### src/rtl/ecap_pkg.sv
package ecap_pkg;
  localparam int MODE_W = 2;

  typedef enum logic [MODE_W-1:0] {
    CAP_OFF  = 2'd0,
    CAP_RISE = 2'd1,
    CAP_FALL = 2'd2,
    CAP_BOTH = 2'd3
  } cap_mode_e;
endpackage

### src/rtl/ecap_sync.sv
// Synchroniser chain for an asynchronous pin, plus one delayed copy of its output for edge detection.
module ecap_sync #(
  parameter int STAGES = 2
) (
  input  logic clk,
  input  logic rst_n,
  input  logic pin_async,
  output logic lvl,
  output logic lvl_d
);
  logic [STAGES-1:0] chain_q;

  always_ff @(posedge clk) begin
    if (!rst_n) chain_q[0] <= 1'b0;
    else        chain_q[0] <= pin_async;
  end

  generate
    for (genvar s = 1; s < STAGES; s++) begin : g_stage
      always_ff @(posedge clk) begin
        if (!rst_n) chain_q[s] <= 1'b0;
        else        chain_q[s] <= chain_q[s-1];
      end
    end
  endgenerate

  always_ff @(posedge clk) begin
    if (!rst_n) lvl_d <= 1'b0;
    else        lvl_d <= chain_q[STAGES-1];
  end

  assign lvl = chain_q[STAGES-1];
endmodule

### src/rtl/ecap_edge_sel.sv
// Turns a level and its delayed copy into a capture strobe, according to the mode.
module ecap_edge_sel
  import ecap_pkg::*;
(
  input  logic      lvl,
  input  logic      lvl_d,
  input  cap_mode_e mode,
  output logic      fire
);
  logic rise, fall;

  always_comb begin
    rise = lvl & ~lvl_d;
    fall = ~lvl & lvl_d;
    unique case (mode)
      CAP_RISE: fire = rise;
      CAP_FALL: fire = fall;
      CAP_BOTH: fire = rise | fall;
      default:  fire = 1'b0;
    endcase
  end
endmodule

### src/rtl/ecap_channel.sv
// One capture channel: synchroniser, edge selector, capture register and event flag.
module ecap_channel
  import ecap_pkg::*;
#(
  parameter int CW        = 32,
  parameter int SYNC_DEPTH = 2
) (
  input  logic          clk,
  input  logic          rst_n,
  input  logic          pin_async,
  input  logic [MODE_W-1:0] mode_bits,
  input  logic [CW-1:0] cnt,
  input  logic          clr,
  output logic [CW-1:0] cap_q,
  output logic          flag_q
);
  logic lvl, lvl_d, fire;
  cap_mode_e mode;

  assign mode = cap_mode_e'(mode_bits);

  ecap_sync #(.STAGES(SYNC_DEPTH)) u_sync (
    .clk(clk), .rst_n(rst_n), .pin_async(pin_async), .lvl(lvl), .lvl_d(lvl_d)
  );

  ecap_edge_sel u_sel (.lvl(lvl), .lvl_d(lvl_d), .mode(mode), .fire(fire));

  always_ff @(posedge clk) begin
    if (!rst_n)    cap_q <= '0;
    else if (fire) cap_q <= cnt;
  end

  always_ff @(posedge clk) begin
    if (!rst_n)    flag_q <= 1'b0;
    else if (fire) flag_q <= 1'b1;
    else if (clr)  flag_q <= 1'b0;
  end

  assert_off_holds_R2: assert property (@(posedge clk) disable iff (!rst_n)
    (mode == CAP_OFF) |=> $stable(cap_q));

  assert_rise_ignores_fall_R3: assert property (@(posedge clk) disable iff (!rst_n)
    (mode == CAP_RISE && $fell(lvl)) |=> $stable(cap_q));

  assert_fall_ignores_rise_R4: assert property (@(posedge clk) disable iff (!rst_n)
    (mode == CAP_FALL && $rose(lvl)) |=> $stable(cap_q));

  assert_clear_works_R8: assert property (@(posedge clk) disable iff (!rst_n)
    (clr && !fire) |=> !flag_q);

  assert_capture_beats_clear_R9: assert property (@(posedge clk) disable iff (!rst_n)
    fire |=> flag_q);

  assert_overwrite_R10: assert property (@(posedge clk) disable iff (!rst_n)
    fire |=> (cap_q == $past(cnt)));
endmodule

### src/rtl/edge_capture_unit.sv
module edge_capture_unit
  import ecap_pkg::*;
#(
  parameter int NCH        = 2,
  parameter int CW         = 32,
  parameter int SYNC_DEPTH = 2
) (
  input  logic                  clk,
  input  logic                  rst_n,
  input  logic [CW-1:0]         counter_in,
  input  logic [NCH-1:0]        cap_pin,
  input  logic [NCH*MODE_W-1:0] mode_word,
  input  logic [NCH-1:0]        flag_clr,
  input  logic [NCH-1:0]        irq_en,
  output logic [NCH*CW-1:0]     cap_vals,
  output logic [NCH-1:0]        cap_flags,
  output logic                  irq
);
  generate
    for (genvar n = 0; n < NCH; n++) begin : g_ch
      ecap_channel #(.CW(CW), .SYNC_DEPTH(SYNC_DEPTH)) u_ch (
        .clk      (clk),
        .rst_n    (rst_n),
        .pin_async(cap_pin[n]),
        .mode_bits(mode_word[n*MODE_W +: MODE_W]),
        .cnt      (counter_in),
        .clr      (flag_clr[n]),
        .cap_q    (cap_vals[n*CW +: CW]),
        .flag_q   (cap_flags[n])
      );
    end
  endgenerate

  assign irq = |(cap_flags & irq_en);

  assert_irq_masked_R11: assert property (@(posedge clk) disable iff (!rst_n)
    (irq_en == '0) |-> !irq);

  assert_irq_needs_flag_R11: assert property (@(posedge clk) disable iff (!rst_n)
    (cap_flags == '0) |-> !irq);
endmodule

### config.mk
export PLATFORM = sky130hd
export DESIGN_NAME = edge_capture_unit
export DESIGN_NICKNAME = d
export VERILOG_FILES = /design/src/rtl/ecap_pkg.sv /design/src/rtl/ecap_sync.sv /design/src/rtl/ecap_edge_sel.sv /design/src/rtl/ecap_channel.sv /design/src/rtl/edge_capture_unit.sv
export SDC_FILE = /design/constraint.sdc
export NUM_CORES = 1
export LEC_CHECK = 0
export CAP_MARGIN = 20
export CELL_PAD_IN_SITES_DETAIL_PLACEMENT = 0
export CELL_PAD_IN_SITES_GLOBAL_PLACEMENT = 1
export CORE_MARGIN = 1.5
export CORE_UTILIZATION = 31
export CTS_CLUSTER_DIAMETER = 60
export CTS_CLUSTER_SIZE = 25
export DETAILED_ROUTE_END_ITERATION = 8
export GPL_ROUTABILITY_DRIVEN = 0
export HOLD_SLACK_MARGIN = 0.12
export PLACE_DENSITY = 0.85
export SLEW_MARGIN = 20
export SYNTH_ARGS = -nofsm -noshare
export SYNTH_HDL_FRONTEND = slang
export SYNTH_SLANG_ARGS = --single-unit
export TNS_END_PERCENT = 30
### constraint.sdc
create_clock -name clk -period 2 [get_ports clk]
set_input_delay 0.3 -clock clk [delete_from_list [all_inputs] [get_ports clk]]
set_output_delay 0.3 -clock clk [all_outputs]
set_load 0.03 [all_outputs]
Word-level counts from Yosys, hierarchy flattened

Cells that the tools add are included.

Output and inout port bits: 67
Register bits: 72
Input bits: 44
Word-level logic and storage cells: 36

Eq/ne operators: 6
Reduce and logical (&&, ||, !) cells: 3
Multiplexer cells: 6
Bitwise logic cells: 11

Operators by type and width:

| kind               | count |
|---|---|
| $eq 2x2->1 const B | 4 |
| $pmux 1 s3         | 2 |
| $and 1x1->1        | 4 |
| $eq 2x1->1 const B | 2 |
| $mux 1             | 4 |
| $not 1->1          | 4 |
| $reduce_bool 2->1  | 2 |
| $and 2x2->2        | 1 |
| $or 1x1->1         | 2 |
| $reduce_or 2->1    | 1 |

Depth between registers and ports, before layout

Depth in word-level cells: 5
Depth in mapped cells: 7
Gate-level depth less buffers: 6

Cells and area by module

A second synthesis with hierarchy kept.

Cells, all modules: 243
Area, all modules: 2839.0 µm²

Modules (own cells, without submodules):

| module            | area an instance (µm²) | cells each | times used | seq. area each (µm²) |
|---|---|---|---|---|
| ecap_channel      | 1277.5                 | 106        | 2          | 660.6 |
| ecap_sync         | 78.8                   | 6          | 2          | 60.1 |
| ecap_edge_sel     | 58.8                   | 9          | 2          | 0.0 |
| edge_capture_unit | 8.8                    | 1          | 1          | 0.0 |

Worst setup path after synthesis

Ideal clock, no wire load.

Path kind: register to register
Start: register g_ch[0].u_ch.u_sync.lvl_d
End: register g_ch[0].u_ch.cap_q[0]
Stages on the path, launching flop included: 7
Path buffers: 1
Data required time: 1.883 ns
Period minus slack after synthesis: 1.482 ns
Setup slack: 0.518 ns
Data arrival time: 1.365 ns
Setup time: 0.117 ns
Path through: dfxtp_1 > inv_1 > ha_1 > mux2i_2 > o21ai_2 > buf_6 > a22o_1

Cells in the longest elaborated chain, start to end: 4
Elaborated cells between the ends (all ways): 5
Those cells by class: mux (1); bitwise (4)

Ends and longest elaborated chain:

| element                | RTL line            | text |
|---|---|---|
| start, declared        | ecap_sync.sv:9      | `output logic lvl_d` |
| start signal, assigned | ecap_sync.sv:29     | `else lvl_d <= chain_q[STAGES-1];` |
| $not 1->1              | ecap_edge_sel.sv:13 | `rise = lvl & ~lvl_d;` |
| $and 1x1->1            | ecap_edge_sel.sv:13 |  |
| $or 1x1->1             | ecap_edge_sel.sv:18 | `CAP_BOTH: fire = rise \| fall;` |
| $pmux 1 s3 *           | ecap_edge_sel.sv:15 | `unique case (mode)` |
| end signal, assigned   | ecap_channel.sv:30  | `else if (fire) cap_q <= cnt;` |
| end, declared          | ecap_channel.sv:14  | `output logic [CW-1:0] cap_q,` |

Every way passes the cells marked *; elsewhere a longest branch is shown, timed or not.
A chain may end at the register's enable or synchronous reset.

Final worst setup path

Start: input irq_en[0]
End: output irq

Cells in the longest elaborated chain, start to end: 2

Ends and longest elaborated chain:

| element         | RTL line                | text |
|---|---|---|
| start, declared | edge_capture_unit.sv:14 | `input logic [NCH-1:0] irq_en,` |
| $and 2x2->2     | edge_capture_unit.sv:34 | `assign irq = \|(cap_flags & irq_en);` |
| $reduce_or 2->1 | edge_capture_unit.sv:34 |  |
| end, declared   | edge_capture_unit.sv:17 | `output logic irq` |

No other way between the ends.

==> reports/qor.csv <==
stage,metric,value,unit
pwr,p_switching,785,uW
timing,rsz0062_at_grt,false,
drt,drc,0,
cts,ctsHoldBuffers,0,
timing,skew,0.00341,ns
cts,cts_resized,0,
final_layout,diodes,0,
drt,wl_per_cell,13.9,microns
pwr,clkPwrFrac,0.374,
logic_synthesis,syn_inst,192,
job,cap_violations,0,
final_layout,syn_to_final_growth,56.1,%
cts,cts_tree,yes,
critical_path,path_max_fanout,1,
cts,cts_sinks,72,
logic_synthesis,ys.warnings.count,0,
floorplan,dieArea,0.00843,sq mm
floorplan,core_area,0.00769,sq mm
pwr,pwr-share-comb,0.139,
critical_path,path_class,primary input to primary output,
cts,post_cts_buffers,0,
pwr,power_density,812,mW/mm^2
timing,finalWorstSetupSlack,0.159,ns
pwr,p_total,3.10,mW
cts,clkTransAtPathRegs,0.07,ns
critical_path,startpoint_type,primary input,
timing,setup_tns,0,ns
drt,antenna_left,0,
place,hpwl,3930,microns
floorplan,pin_count,111,
floorplan,row_count,32,
cts,clkLatencyLatePin,0.33,ns
cts,htreeDepth,3,
critical_path,end_kind,primary output,
drt,routed_via_density,4.62,
logic_synthesis,synth.distinct_cells,17,
logic_synthesis,syn_area_per_cell,12.7,sq um
logic_synthesis,syn-cell-area,0.00245,sq mm
logic_synthesis,ys_seq_elements,72,
drt,via_count,1900,
timing,final-max-slew-violation-count,0,
pwr,p_seq_frac,0.487,
cts,clk_path_buf_depth,2,
floorplan,die_w,91.8,microns
logic_synthesis,synth_seq_area_share,0.589,
final_layout,fillers,716,
critical_path,worstPathRequired,1.70,ns
drt,first_pass_iters,4,
pwr,leakagePower,1.45,nW
global_route,grt_pass1_vias,1882,
global_route,antenna_found_initial,0,
hold_path,hold_class,flop to flop,
logic_synthesis,syn_nets,240,
run_status,outcome,"finished, final reports clean",
global_route,grtUsageTotal,0.139,
global_route,grt_start_max_net_pins,33,
cts,clockRootBuffer,clkbuf_8,
critical_path,cp.arrival,1.54,ns
timing,clock.fmax,0.543,GHz
global_route,grt_overflow,0,
place,place_ws,0.129,ns
floorplan,fp.dieH,91.8,microns
pwr,swShare,0.253,
final_layout,layout_common_cells,"clkdlybuf4s50_1 (110), dfxtp_1 (72), a22o_1 (65), clkbuf_8 (10), inv_1 (8)",
final_layout,multi_input_area,820,sq um
drt,drt_first_iter_violations,49,
timing,timing.final.crit_share,0.920,
timing,hold_viol_final,0,
final_layout,drive_above_1_share,0.0906,
pwr,peakVddDrop,493,uV
global_route,grt_pass1_wl,9230,microns
timing,min_period,1.84,ns
final_layout,seqCellArea,0.00144,sq mm
place,io_buffer_count,110,
timing,worstMarginPinSlew,0.414,ns
drt,wirelength,5700,microns
cts,cts_buffers,9,
timing,slew_headroom,0.724,
timing,setup_viol,0,
final_layout,layout_commonest_cell,clkdlybuf4s50_1,
pwr,internal_power,2.31,mW
floorplan,start_util,0.318,
final_layout,layout.nets,352,
## Yosys cell counts
cell type	instances	share of area
nand2b_1	4	0.010
a22o_1	65	0.23
buf_4	2	0.0061
ha_1	4	0.020
nor2_1	2	0.0031
buf_2	1	0.0020
nand2_1	4	0.0061
o21ai_2	2	0.0072
nor2b_1	2	0.0051
and2_1	6	0.015
buf_6	12	0.055
dfxtp_1	72	0.59
inv_1	8	0.012
o22ai_1	2	0.0051
a21oi_1	2	0.0041
a31o_4	2	0.014
mux2i_2	2	0.011
## power groups by stage
stage	clock, mW	sequential [mW]	combinational (mW)
2_1_floorplan	0	1.62	0.132
3_3_place_gp	0	1.54	0.430
3_5_place_dp	0	1.54	0.434
4_1_cts	1.20	1.51	0.435
5_1_grt	1.26	1.52	0.455
6_report	1.16	1.51	0.430
## state kept, by name (all words and copies together), names as in the netlist
| register | count |
|---|---|
| g_ch.u_ch.flag_q | 2 |
| g_ch.u_ch.u_sync.lvl | 2 |
| g_ch.u_ch.cap_q | 64 |
| g_ch.u_ch.u_sync.chain_q | 2 |
| g_ch.u_ch.u_sync.lvl_d | 2 |
## area by class of cell
class	instances	share of cell area
sequential	72	0.377
multi-input combinational	97	0.215
clock inverter	6	0.0174
tap	102	0.0334
clock buffer	10	0.0360
timing repair buffer	116	0.313
inverter	8	0.00786
## per-stage QoR
step	area [sq um]	utilization	hold slack [ns]	cells
after floorplan	2450	-	0.412	192
after global placement	3610	0.470	0.417	395
after detailed placement	3610	0.470	0.422	395
after CTS	3820	0.497	0.440	411
after global routing	3820	0.497	0.445	411
final	3820	0.497	0.436	411
## path summary, 6_finish.rpt
check	to	cells past startpoint	slack, ns	start
worst max-delay path	irq	3	0.16	irq_en[0]
worst min-delay path	g_ch[0].u_ch.u_sync.lvl	1	0.44	g_ch[0].u_ch.u_sync.chain_q[0]
worst max register to register	g_ch[1].u_ch.cap_q[25]	5	0.35	g_ch[1].u_ch.u_sync.lvl_d
worst min register to register	g_ch[0].u_ch.u_sync.lvl	1	0.44	g_ch[0].u_ch.u_sync.chain_q[0]
## kinds of logic (layout without fill, tap and decap cells)
kind of cell,after synthesis,count (layout),share of synthesized area
AND/OR/NAND/NOR,18,18,0.0399
multiplexers,2,2,0.0113
buffers and inverters,23,140,0.0757
flip-flops,72,72,0.589
adder cells (fa/ha/maj),4,4,0.0205
AO/OA/AOI/OAI,73,73,0.263
## metal layers
layer / share of wire / vias to the layer above / wire (microns) / GRT usage
li1: - / 938 / - / -
met1: 0.47 / 878 / 2670 / 0.176
met2: 0.43 / 79 / 2470 / 0.213
met3: 0.093 / 5 / 532 / 0.0680
met4: 0.0047 / 0 / 27 / 0.0346
met5: 0 / - / 0 / 0
## critical path: stages
cell,delay [ns]
clkdlybuf4s50_1,0.46
a22o_1,0.13
clkdlybuf4s50_1,0.66
Power figures use the tool's default switching activity.
